## src/rtl/bus_dev_port.sv

```systemverilog
module bus_dev_port #(
  parameter int NUM_UNITS = 2,
  parameter logic [NUM_UNITS*8-1:0] UNIT_ADDRS = 16'h2105,
  parameter bit CTRL_EN = 1'b1,
  parameter bit FIX_B5 = 1'b0,
  parameter int STB_LEN = 3,
  localparam int UW = (NUM_UNITS > 1) ? $clog2(NUM_UNITS) : 1
) (
  input  logic          clk,
  input  logic          rst_n,
  input  logic [7:0]    ab,
  input  logic          abs_stb,
  input  logic [7:0]    ob,
  input  logic          obs_stb,
  input  logic          cbs_stb,
  output logic          sel,
  output logic [UW-1:0] sel_unit,
  output logic          wr_valid,
  output logic [7:0]    wr_data,
  output logic          wr_ctrl,
  output logic          wr_restart,
  output logic [UW-1:0] wr_unit,
  input  logic          dev_ready,
  output logic          rb_oe,
  output logic          rb_val,
  input  logic          rd_valid,
  input  logic [8:0]    rd_data,
  output logic          rd_ready,
  output logic [8:0]    ib_oe,
  output logic [8:0]    ib_val,
  output logic          ibs_oe,
  output logic          ibs_val
);
  localparam int CW = (STB_LEN > 1) ? $clog2(STB_LEN) : 1;
  localparam logic [8:0] B5_MASK = FIX_B5 ? 9'h010 : 9'h000;

  typedef enum logic [1:0] {IDLE, SETUP, PULSE} phase_t;

  logic [NUM_UNITS-1:0] hit;
  logic                 any_hit;
  logic [UW-1:0]        hit_idx;
  logic                 abs_q, obs_q, cbs_q;
  logic                 abs_rise, obs_rise, cbs_rise;
  phase_t               phase;
  logic [CW-1:0]        cnt;
  logic [8:0]           hold;
  logic                 busy;

  for (genvar i = 0; i < NUM_UNITS; i++) begin : g_cmp
    assign hit[i] = (ab != 8'h00) && (ab == UNIT_ADDRS[i*8 +: 8]);
  end

  always_comb begin
    any_hit = 1'b0;
    hit_idx = '0;
    for (int i = NUM_UNITS - 1; i >= 0; i--) begin
      if (hit[i]) begin
        any_hit = 1'b1;
        hit_idx = UW'(i);
      end
    end
  end

  assign abs_rise = abs_stb && !abs_q;
  assign obs_rise = obs_stb && !obs_q;
  assign cbs_rise = CTRL_EN && cbs_stb && !cbs_q;

  always_ff @(posedge clk) begin
    if (!rst_n) begin
      abs_q <= 1'b0;
      obs_q <= 1'b0;
      cbs_q <= 1'b0;
      sel <= 1'b0;
      sel_unit <= '0;
      wr_valid <= 1'b0;
      wr_data <= '0;
      wr_ctrl <= 1'b0;
      wr_restart <= 1'b0;
      wr_unit <= '0;
    end else begin
      abs_q <= abs_stb;
      obs_q <= obs_stb;
      cbs_q <= cbs_stb;
      if (abs_rise) begin
        sel <= any_hit;
        sel_unit <= any_hit ? hit_idx : '0;
      end
      wr_valid <= sel && (obs_rise || cbs_rise);
      if (sel && (obs_rise || cbs_rise)) begin
        wr_data <= ob;
        wr_ctrl <= !obs_rise;
        wr_restart <= ab[7] && ab[5];
        wr_unit <= sel_unit;
      end
    end
  end

  always_ff @(posedge clk) begin
    if (!rst_n) begin
      phase <= IDLE;
      cnt <= '0;
      hold <= '0;
    end else if (!sel) begin
      phase <= IDLE;
      cnt <= '0;
    end else begin
      case (phase)
        IDLE: if (rd_valid) begin
          hold <= rd_data;
          phase <= SETUP;
        end
        SETUP: begin
          phase <= PULSE;
          cnt <= '0;
        end
        PULSE: if (cnt == CW'(STB_LEN - 1)) phase <= IDLE;
               else cnt <= cnt + 1'b1;
        default: phase <= IDLE;
      endcase
    end
  end

  assign busy     = sel && (phase != IDLE);
  assign rd_ready = sel && (phase == IDLE);
  assign rb_oe    = sel;
  assign rb_val   = sel && dev_ready;
  assign ib_oe    = (busy ? 9'h1FF : 9'h000) | (sel ? B5_MASK : 9'h000);
  assign ib_val   = (busy ? hold : 9'h000) | (sel ? B5_MASK : 9'h000);
  assign ibs_oe   = sel && (phase == PULSE);
  assign ibs_val  = ibs_oe;
endmodule


```

## config.mk

```make
export PLATFORM = sky130hd
export DESIGN_NAME = bus_dev_port
export DESIGN_NICKNAME = d
export VERILOG_FILES = /design/src/rtl/bus_dev_port.sv
export SDC_FILE = /design/constraint.sdc
export NUM_CORES = 1
export LEC_CHECK = 0
export BUFFER_PORTS_ARGS = -buffer_cell sky130_fd_sc_hd__clkbuf_2
export CAP_MARGIN = 20
export CORE_UTILIZATION = 48
export DETAILED_ROUTE_END_ITERATION = 6
export PLACE_DENSITY = 0.83
export SYNTH_ARGS = -nofsm -noshare
export SYNTH_HDL_FRONTEND = slang
export SYNTH_SLANG_ARGS = --single-unit
```

## constraint.sdc

```tcl
create_clock -name clk -period 3.83 [get_ports clk]
set_clock_uncertainty 0.2 [all_clocks]
set_input_delay 0.383 -clock clk [delete_from_list [all_inputs] [get_ports clk]]
set_output_delay 0.383 -clock clk [all_outputs]
set_load 0.02 [all_outputs]
```

# --- After elaboration in Yosys (flattened, before gate mapping) ---
# Index checks and enable logic that the tools add are counted.
word_totals:
  ff_bits: 30
  out_inout_bits: 37
op_classes:
  n_addsub: 1
  eq_ne: 8
  mux: 11
  n_reduce_logical: 24
ops:
  columns: ["op", "n"]
  rows:
  - ["9-bit 2-to-1 mux", 2]
  - ["1-bit logical AND", 11]
  - ["8-bit by 3-bit equality test with 1-bit output, second input constant", 1]
  - ["8-bit by 6-bit equality test with 1-bit output, second input constant", 1]
  - ["8-bit nonzero test", 1]
  - ["2-bit 2-to-1 mux", 3]
  - ["2-bit != test, second input constant", 3]
  - ["2-bit case mux with 3 select lines", 1]
  - ["2-bit AND reduction", 3]
  - ["2-bit equality test, second input constant", 2]
  - ["1-bit logical NOT", 4]
  - ["1-bit 2-to-1 mux", 4]
  - ["2-bit case mux with 2 select lines", 1]
  - ["2-bit nonzero test", 2]
  - ["3-bit AND reduction", 1]
  - ["2-bit by 1-bit adder with 2-bit output, second input constant", 1]
  - ["2-bit by 1-bit equality test with 1-bit output, second input constant", 1]
  - ["2-bit logical NOT", 1]
  - ["1-bit logical OR", 1]

# --- Depth between registers and ports, before layout ---
# Gate-level depths: netlist (run 1).
logic_depth:
  depth_word: 5
  mapped_depth: 6
  ltp_nobuf: 5

# --- Least setup slack after synthesis (run 1) ---
# OpenSTA, ideal clock, no wires.
synth_path:
  path_type: "register to output"
  startpoint: "register sel (netlist: rb_oe)"
  endpoint: "output ib_val[0]"
  arrival_time_ns: 1.280
  setup_slack_ns: 1.967
  path_stages_with_launch: 4
  n_path_buf: 1
  path_cell_list: "dfxtp_1 > clkbuf_2 > o21a_1 > and2_1"
synth_between:
  elab_chain_cells: 2
synth_lines:
  columns: ["item", "line_no", "source"]
  rows:
  - ["start: declaration", "16", "output logic sel,"]
  - ["start signal: assignment", "85", "sel <= any_hit;"]
  - ["1-bit logical AND", "123", "assign busy = sel && (phase != IDLE);"]
  - ["via busy", "47", "logic busy;"]
  - ["9-bit 2-to-1 mux", "128", "assign ib_val = (busy ? hold : 9'h000) | (sel ? B5_MASK : 9'h000);"]
  - ["end: declaration", "30", "output logic [8:0] ib_val,"]
# The timed path passes the listed nets, and every way through them passes these cells.

# --- Worst setup path in the final report (run 1) ---
layout_path:
  startpoint: "register sel (netlist: rb_oe)"
  endpoint: "output ib_val[4]"
layout_between:
  elab_chain_cells: 2
layout_lines:
  columns: ["item", "line_no"]
  rows:
  - ["1-bit logical AND", "123"]
  - ["9-bit 2-to-1 mux", "128"]
# No other way between the ends.

==> results of run 1 <==
==> worst max path at each step <==
stage,endpoint,slack (ns),start
6_report,ib_val[4],1.57,rb_oe
2_1_floorplan,ib_val[0],1.97,rb_oe
3_5_place_dp,ib_val[4],1.93,rb_oe
5_1_grt,ib_val[4],1.41,phase[0]
3_3_place_gp,ib_val[0],2.01,phase[0]
4_1_cts,ib_val[4],1.55,rb_oe
==> per-stage QoR <==
step | instance area (um^2) | util
floorplan | 1400 | -
global placement | 1630 | 0.590
CTS | 1690 | 0.612
global route | 1690 | 0.612
finish | 1690 | 0.612
detailed placement | 1630 | 0.590
==> report_power, final <==
| part | internal (W) | switching (W) | total, W |
|---|---|---|---|
| Sequential | 0.000314 | 0.000000620 | 0.000314 |
| Combinational | 0.0000158 | 0.0000151 | 0.0000308 |
| Clock | 0.0000888 | 0.000108 | 0.000197 |
| Total | 0.000418 | 0.000124 | 0.000542 |
==> sequential cells by signal, indices dropped and copies added (netlist names) <==
signal / cells
abs_q: 1
cnt: 2
wr_ctrl: 1
phase: 2
wr_unit: 1
wr_valid: 1
hold: 9
wr_data: 8
obs_q: 1
rb_oe: 1
sel_unit: 1
cbs_q: 1
wr_restart: 1
==> final cells by class <==
class	instances	area [um^2]
Clock buffer	7	55.1
Multi-Input combinational cell	103	641
Timing Repair Buffer	68	340
Clock inverter	1	5.00
Fill cell	253	1070
Inverter	2	7.51
Tap cell	31	38.8
Sequential cell	30	601
==> worst max-delay path, stage by stage (launching register included) <==
cell and delay [ns]:
dfxtp_1 0.50, o21a_1 0.46, and2_1 0.20, clkbuf_2 0.17
==> cells by family after synthesis <==
family | after synthesis
and+or+nand+nor | 71
DFF | 30
buffers and inverters | 23
AOI/OAI and AO/OA | 19
muxes | 11
xor gates and xnor gates | 1
adders and majority gates | 1
==> routing by layer <==
| layer | track usage | vias to the layer above | wire [um] |
|---|---|---|---|
| li1 | - | 622 | - |
| met1 | 0.201 | 487 | 1190 |
| met2 | 0.272 | 43 | 1080 |
| met3 | 0.0558 | 8 | 185 |
| met4 | 0.136 | 0 | 80 |
| met5 | 0 | - | 0 |
==> cells in the final DEF (no fill, tap or decap), types with 2 or more instances in the layout <==
cell / n
a21oi_1: 3
and2_1: 14
clkbuf_2: 68
clkbuf_4: 5
dfxtp_1: 30
inv_1: 2
mux2i_1: 10
nand2_1: 29
nand3_1: 11
nand3b_1: 3
nor2b_1: 3
o21a_1: 2
o21ai_1: 2
o21ai_2: 7
o22ai_1: 2
==> impl_metrics.toml, run 1 <==
[timing]
slew_viol_final = 0
max_freq_mhz = 443
final-hold-violation-count = 0
slew_headroom = 0.466
worst_pin_slew_ns = 0.802
fin_crit_ns = 2.26
fin_crit_sh = 0.590
rsz0062_at_grt = "no"
setup_ws_ns = 1.57
fin_setup_tns_ns = 0
setup_violations = 0
hold_ws_ns = 0.0561

[setup_path]
rr_endpoint = "hold[4]"
worst_ep_required_time_ns = 3.25
critPathLaunchType = "flop"
r2r_setup_slack_ns = 2.03
crit_arrival_ns = 1.67
critPathKind = "reg2out"
rr_worst_depth = 3
critPathMaxFanout = 18
endpoint_kind = "primary output"
r2r-start = "rb_oe"

[yosys]
synth_most_common_cell = "dfxtp_1"
netlist_area_mm2 = 0.00140
yosys.area_share.adder = 0.00894
synth_mux_area_frac = 0.0796
synth_common_cells = "dfxtp_1, nand2_1, and2_1, buf_4, nand3_1"
syn-num-nets = 189
ys_warn_count = 0
synth_area_leaders = "dfxtp_1, nand2_1, mux2i_1, buf_4, and2_1"
postSynthAreaPerCell_um2 = 8.97
async_reset_ff_frac = 0
yosysSeqAreaShare = 0.429
synth_compound_area_frac = 0.0948
synthFlopType = "dfxtp_1"
syn_inst = 156
synth-edff-count = 0
synth_xor_area_frac = 0.00626
synth_top_area_frac = 0.429
synth_simple_gate_area_share = 0.268
ys_seq_elements = 30
synth_cell_types = 36
yosys.area.top_type = "dfxtp_1"
synth_top_family_by_area = "simple AND/OR/NAND/NOR gates"

[routing]
postRouteAntennaNets = 0
vias = 1160
drc = 0
routed_wl_um = 2530
vias_per_cell = 4.79
firstDrtPassIters = 4
routedWlPerCell_um = 10.4
drt-initial-drc-count = 13

[cts]
cts_buffers = 5
cts_hold_buf = 0
cts_sinks = 30
insertion_delay_ns = 0.33
cts_resized = 0
cts_tree = "built"
clockBufferDepth = 2
cts_setup_buffers = 0
htree_levels = 2
cts.clk_slew.worst_paths_ns = 0.09
cts-root-buf = "clkbuf_4"

[hold_path]
hp-start = "cbs_stb"
hold_path.class = "in2reg"
hold_depth = 2
holdPathEnd = "cbs_q"

[grt]
grt_pass1_wl_um = 4170
grtUsageTotal = 0.176
grt_max_degree = 48
antenna_found_initial = 0
grt_pass1_vias = 1016
overflow = 0

[layout]
nets = 243
drive_gt1_frac = 0.403
areaGrowthSynthToFinish_pct = 20.7
antenna_cells = 0
fin_cells = 242

[floorplanning]
die_h_um = 56.0
rows = 19
initial_utilization = 0.507
core_area_mm2 = 0.00276
dieArea_mm2 = 0.00313
fp.dieW_um = 56.0
io_pins = 69

[place]
gp_congestion = 0.678
portBuffers = 68
pre_cts_slack_ns = 1.93
dpl.cell_count = 234
dp_hpwl_um = 1830

[pwr]
finalPower_w = 0.000542
p_leak_nw = 0.765
powerDensity_mw_per_mm2 = 321
max-vdd-ir-drop_uv = 271

[outcome]
outcome = "finished clean"

[run]
drv_cap = 0
Note: power is estimated with default switching activity, not from simulation.
==> run 2, diff against run 1 <==
Settings changed: CORE_UTILIZATION 48 to 41, PLACE_DENSITY 0.83 to 0.76.
Clock period 3.83 ns to 1.8 ns, I/O delays scaled along.
==> run 2 against run 1 <==
The run now ends with hold timing left. Via count rose by 12%. Die area up 16%. Flip-flop and latch count unchanged. Register-to-register slack got worse by 1.9 ns. Sequential power rose by 110%. Non-clock buffer count increased by 35. First-iteration DRC count grew to 3.3 times the previous value. Sequential share of layout area is 6.3 points lower. Largest power group unchanged. Highest routed layer unchanged.
==> impl_metrics.toml, run 2 (same netlist as run 1, synthesis figures left out) <==
[grt]
grt_max_degree = 25
grtUsageTotal = 0.194
grt_pass1_wl_um = 5060
grt_pass1_vias = 1160
antenna_found_initial = 0
overflow = 0

[routing]
drc = 0
routedWlPerCell_um = 11.4
vias_per_cell = 4.47
drt-initial-drc-count = 43
firstDrtPassIters = 5
routed_wl_um = 3310
postRouteAntennaNets = 0
vias = 1296

[floorplanning]
io_pins = 69
core_area_mm2 = 0.00315
initial_utilization = 0.444
fp.dieW_um = 60.4
rows = 20
die_h_um = 60.4
dieArea_mm2 = 0.00365

[cts]
cts_sinks = 30
cts_tree = "built"
cts-root-buf = "clkbuf_4"
cts_buffers = 5
cts.clk_slew.worst_paths_ns = 0.08
insertion_delay_ns = 0.33
htree_levels = 2
clockBufferDepth = 2
cts_setup_buffers = 0

[layout]
top_regs = "hold (9), wr_data (8)"
nets = 278
multi_input_area_um2 = 657
antenna_cells = 0
drive_gt1_frac = 0.390
top_register = "hold"
final_cell_mix = "clkbuf_2, nand2_1, dfxtp_1"
layout_commonest_cell = "clkbuf_2"
regArea_um2 = 602
areaGrowthSynthToFinish_pct = 46.9
largest_register_ffs = 9
fillers = 268

[setup_path]
critPathMaxFanout = 2
path_delay_family = "buffers and inverters"
crit_chain = "dlygate4sd3_1 > clkbuf_2 > nor4_2 > nand3b_1 > o22ai_1 > dlygate4sd3_1"
slowest_delay_ns = 0.55
critPathKind = "in2reg"
worst_ep_required_time_ns = 1.87
critPathLaunchType = "input pin"
endpoint_kind = "flop"
crit_slowest_cell = "dlygate4sd3_1"
critical_path_buf_inv_count = 3
path_common_cell = "dlygate4sd3_1"
crit_arrival_ns = 1.85
r2r-start = "rb_oe"
critPathLaunch = "ab[7]"

[pwr]
pwr-share-comb = 0.101
p_int_w = 0.000932
finalPower_w = 0.00121
pwr-share-clk = 0.346
max-vdd-ir-drop_uv = 472
p_sw_frac = 0.228
p_leak_nw = 0.920
p_switching_w = 0.000275
power_frac_seq = 0.554
powerDensity_mw_per_mm2 = 587

[place]
pre_cts_slack_ns = 0.198
gp_congestion = 0.731
dp_hpwl_um = 1950
portBuffers = 68

[timing]
hold_ws_ns = -0.00902
final-hold-violation-count = 1
slew_headroom = 0.697
max_freq_mhz = 563
fin_crit_sh = 0.987
slew_viol_final = 0
worst_pin_slew_ns = 0.454
fin_setup_tns_ns = 0
fin_crit_ns = 1.78
setup_violations = 0
setup_ws_ns = 0.0236
rsz0062_at_grt = "yes"

[run]
drv_cap = 0

[hold_path]
hold_path.class = "in2reg"
hp-start = "ab[4]"

[outcome]
violations = "hold timing"
outcome = "finished, violations left"
run 2: cell types whose count changed in the layout (fill, tap and decap cells not counted):
cell | before | now
o21a_1 | 2 | 1
nor4_1 | 1 | 0
dlygate4sd3_1 | 0 | 28
dfxtp_1 | 30 | 29
nor2b_2 | 0 | 1
nor4_2 | 0 | 1
buf_4 | 0 | 7
dfxtp_2 | 0 | 1
nor2b_1 | 3 | 2
o21a_4 | 0 | 1
run 2: worst register-to-register path, stage by stage (launching register included):
cell and delay (ns):
dfxtp_1 0.38, buf_4 0.18, nand2_1 0.12, o22ai_1 0.18, dlygate4sd3_1 0.55
run 2: worst paths after layout:
path,end,slack (ns),depth (start not counted)
worst max-delay path,rb_oe,0.02,6
worst min-delay path,sel_unit,-0.009,4
worst max register to register,rb_oe,0.14,4
worst min register to register,hold[6],0.26,2
run 2: layout make-up:
| class | instances | share of cell area |
|---|---|---|
| Sequential cell | 30 | 0.293 |
| Inverter | 2 | 0.00365 |
| Clock buffer | 7 | 0.0268 |
| Multi-Input combinational cell | 103 | 0.320 |
| Timing Repair Buffer | 103 | 0.328 |
| Tap cell | 44 | 0.0268 |
| Clock inverter | 1 | 0.00244 |
run 2: repair_timing:
| action | 4_1_cts | 5_1_grt |
|---|---|---|
| endpoints found under the setup margin | 18 | 11 |
| hold buffers | 28 | 0 |
| gates resized for setup | 2 | 3 |
| endpoints found under the hold margin | 23 | 0 |
run 2: per-stage QoR:
| stage | std cells | area [um^2] | utilization |
|---|---|---|---|
| global placement | 254 | 1700 | 0.538 |
| floorplan | 156 | 1400 | - |
| detailed placement | 254 | 1700 | 0.538 |
| global route | 290 | 2050 | 0.652 |
| CTS | 290 | 2040 | 0.648 |
| finish | 290 | 2050 | 0.652 |
run 2: metal layers:
metal,track usage,vias up,part of all wire
met5,0,-,0
met3,0.0725,9,0.052
met1,0.215,555,0.41
met2,0.325,41,0.51
li1,-,691,-
met4,0.104,0,0.029
run 2: power by group through the flow:
stage | sequential (W) | clock [W] | combinational (W)
after floorplan | 0.000684 | 0 | 0.0000308
after global placement | 0.000684 | 0 | 0.0000706
after detailed placement | 0.000684 | 0 | 0.0000717
after CTS | 0.000668 | 0.000431 | 0.000116
after global routing | 0.000669 | 0.000465 | 0.000133
final | 0.000668 | 0.000417 | 0.000121
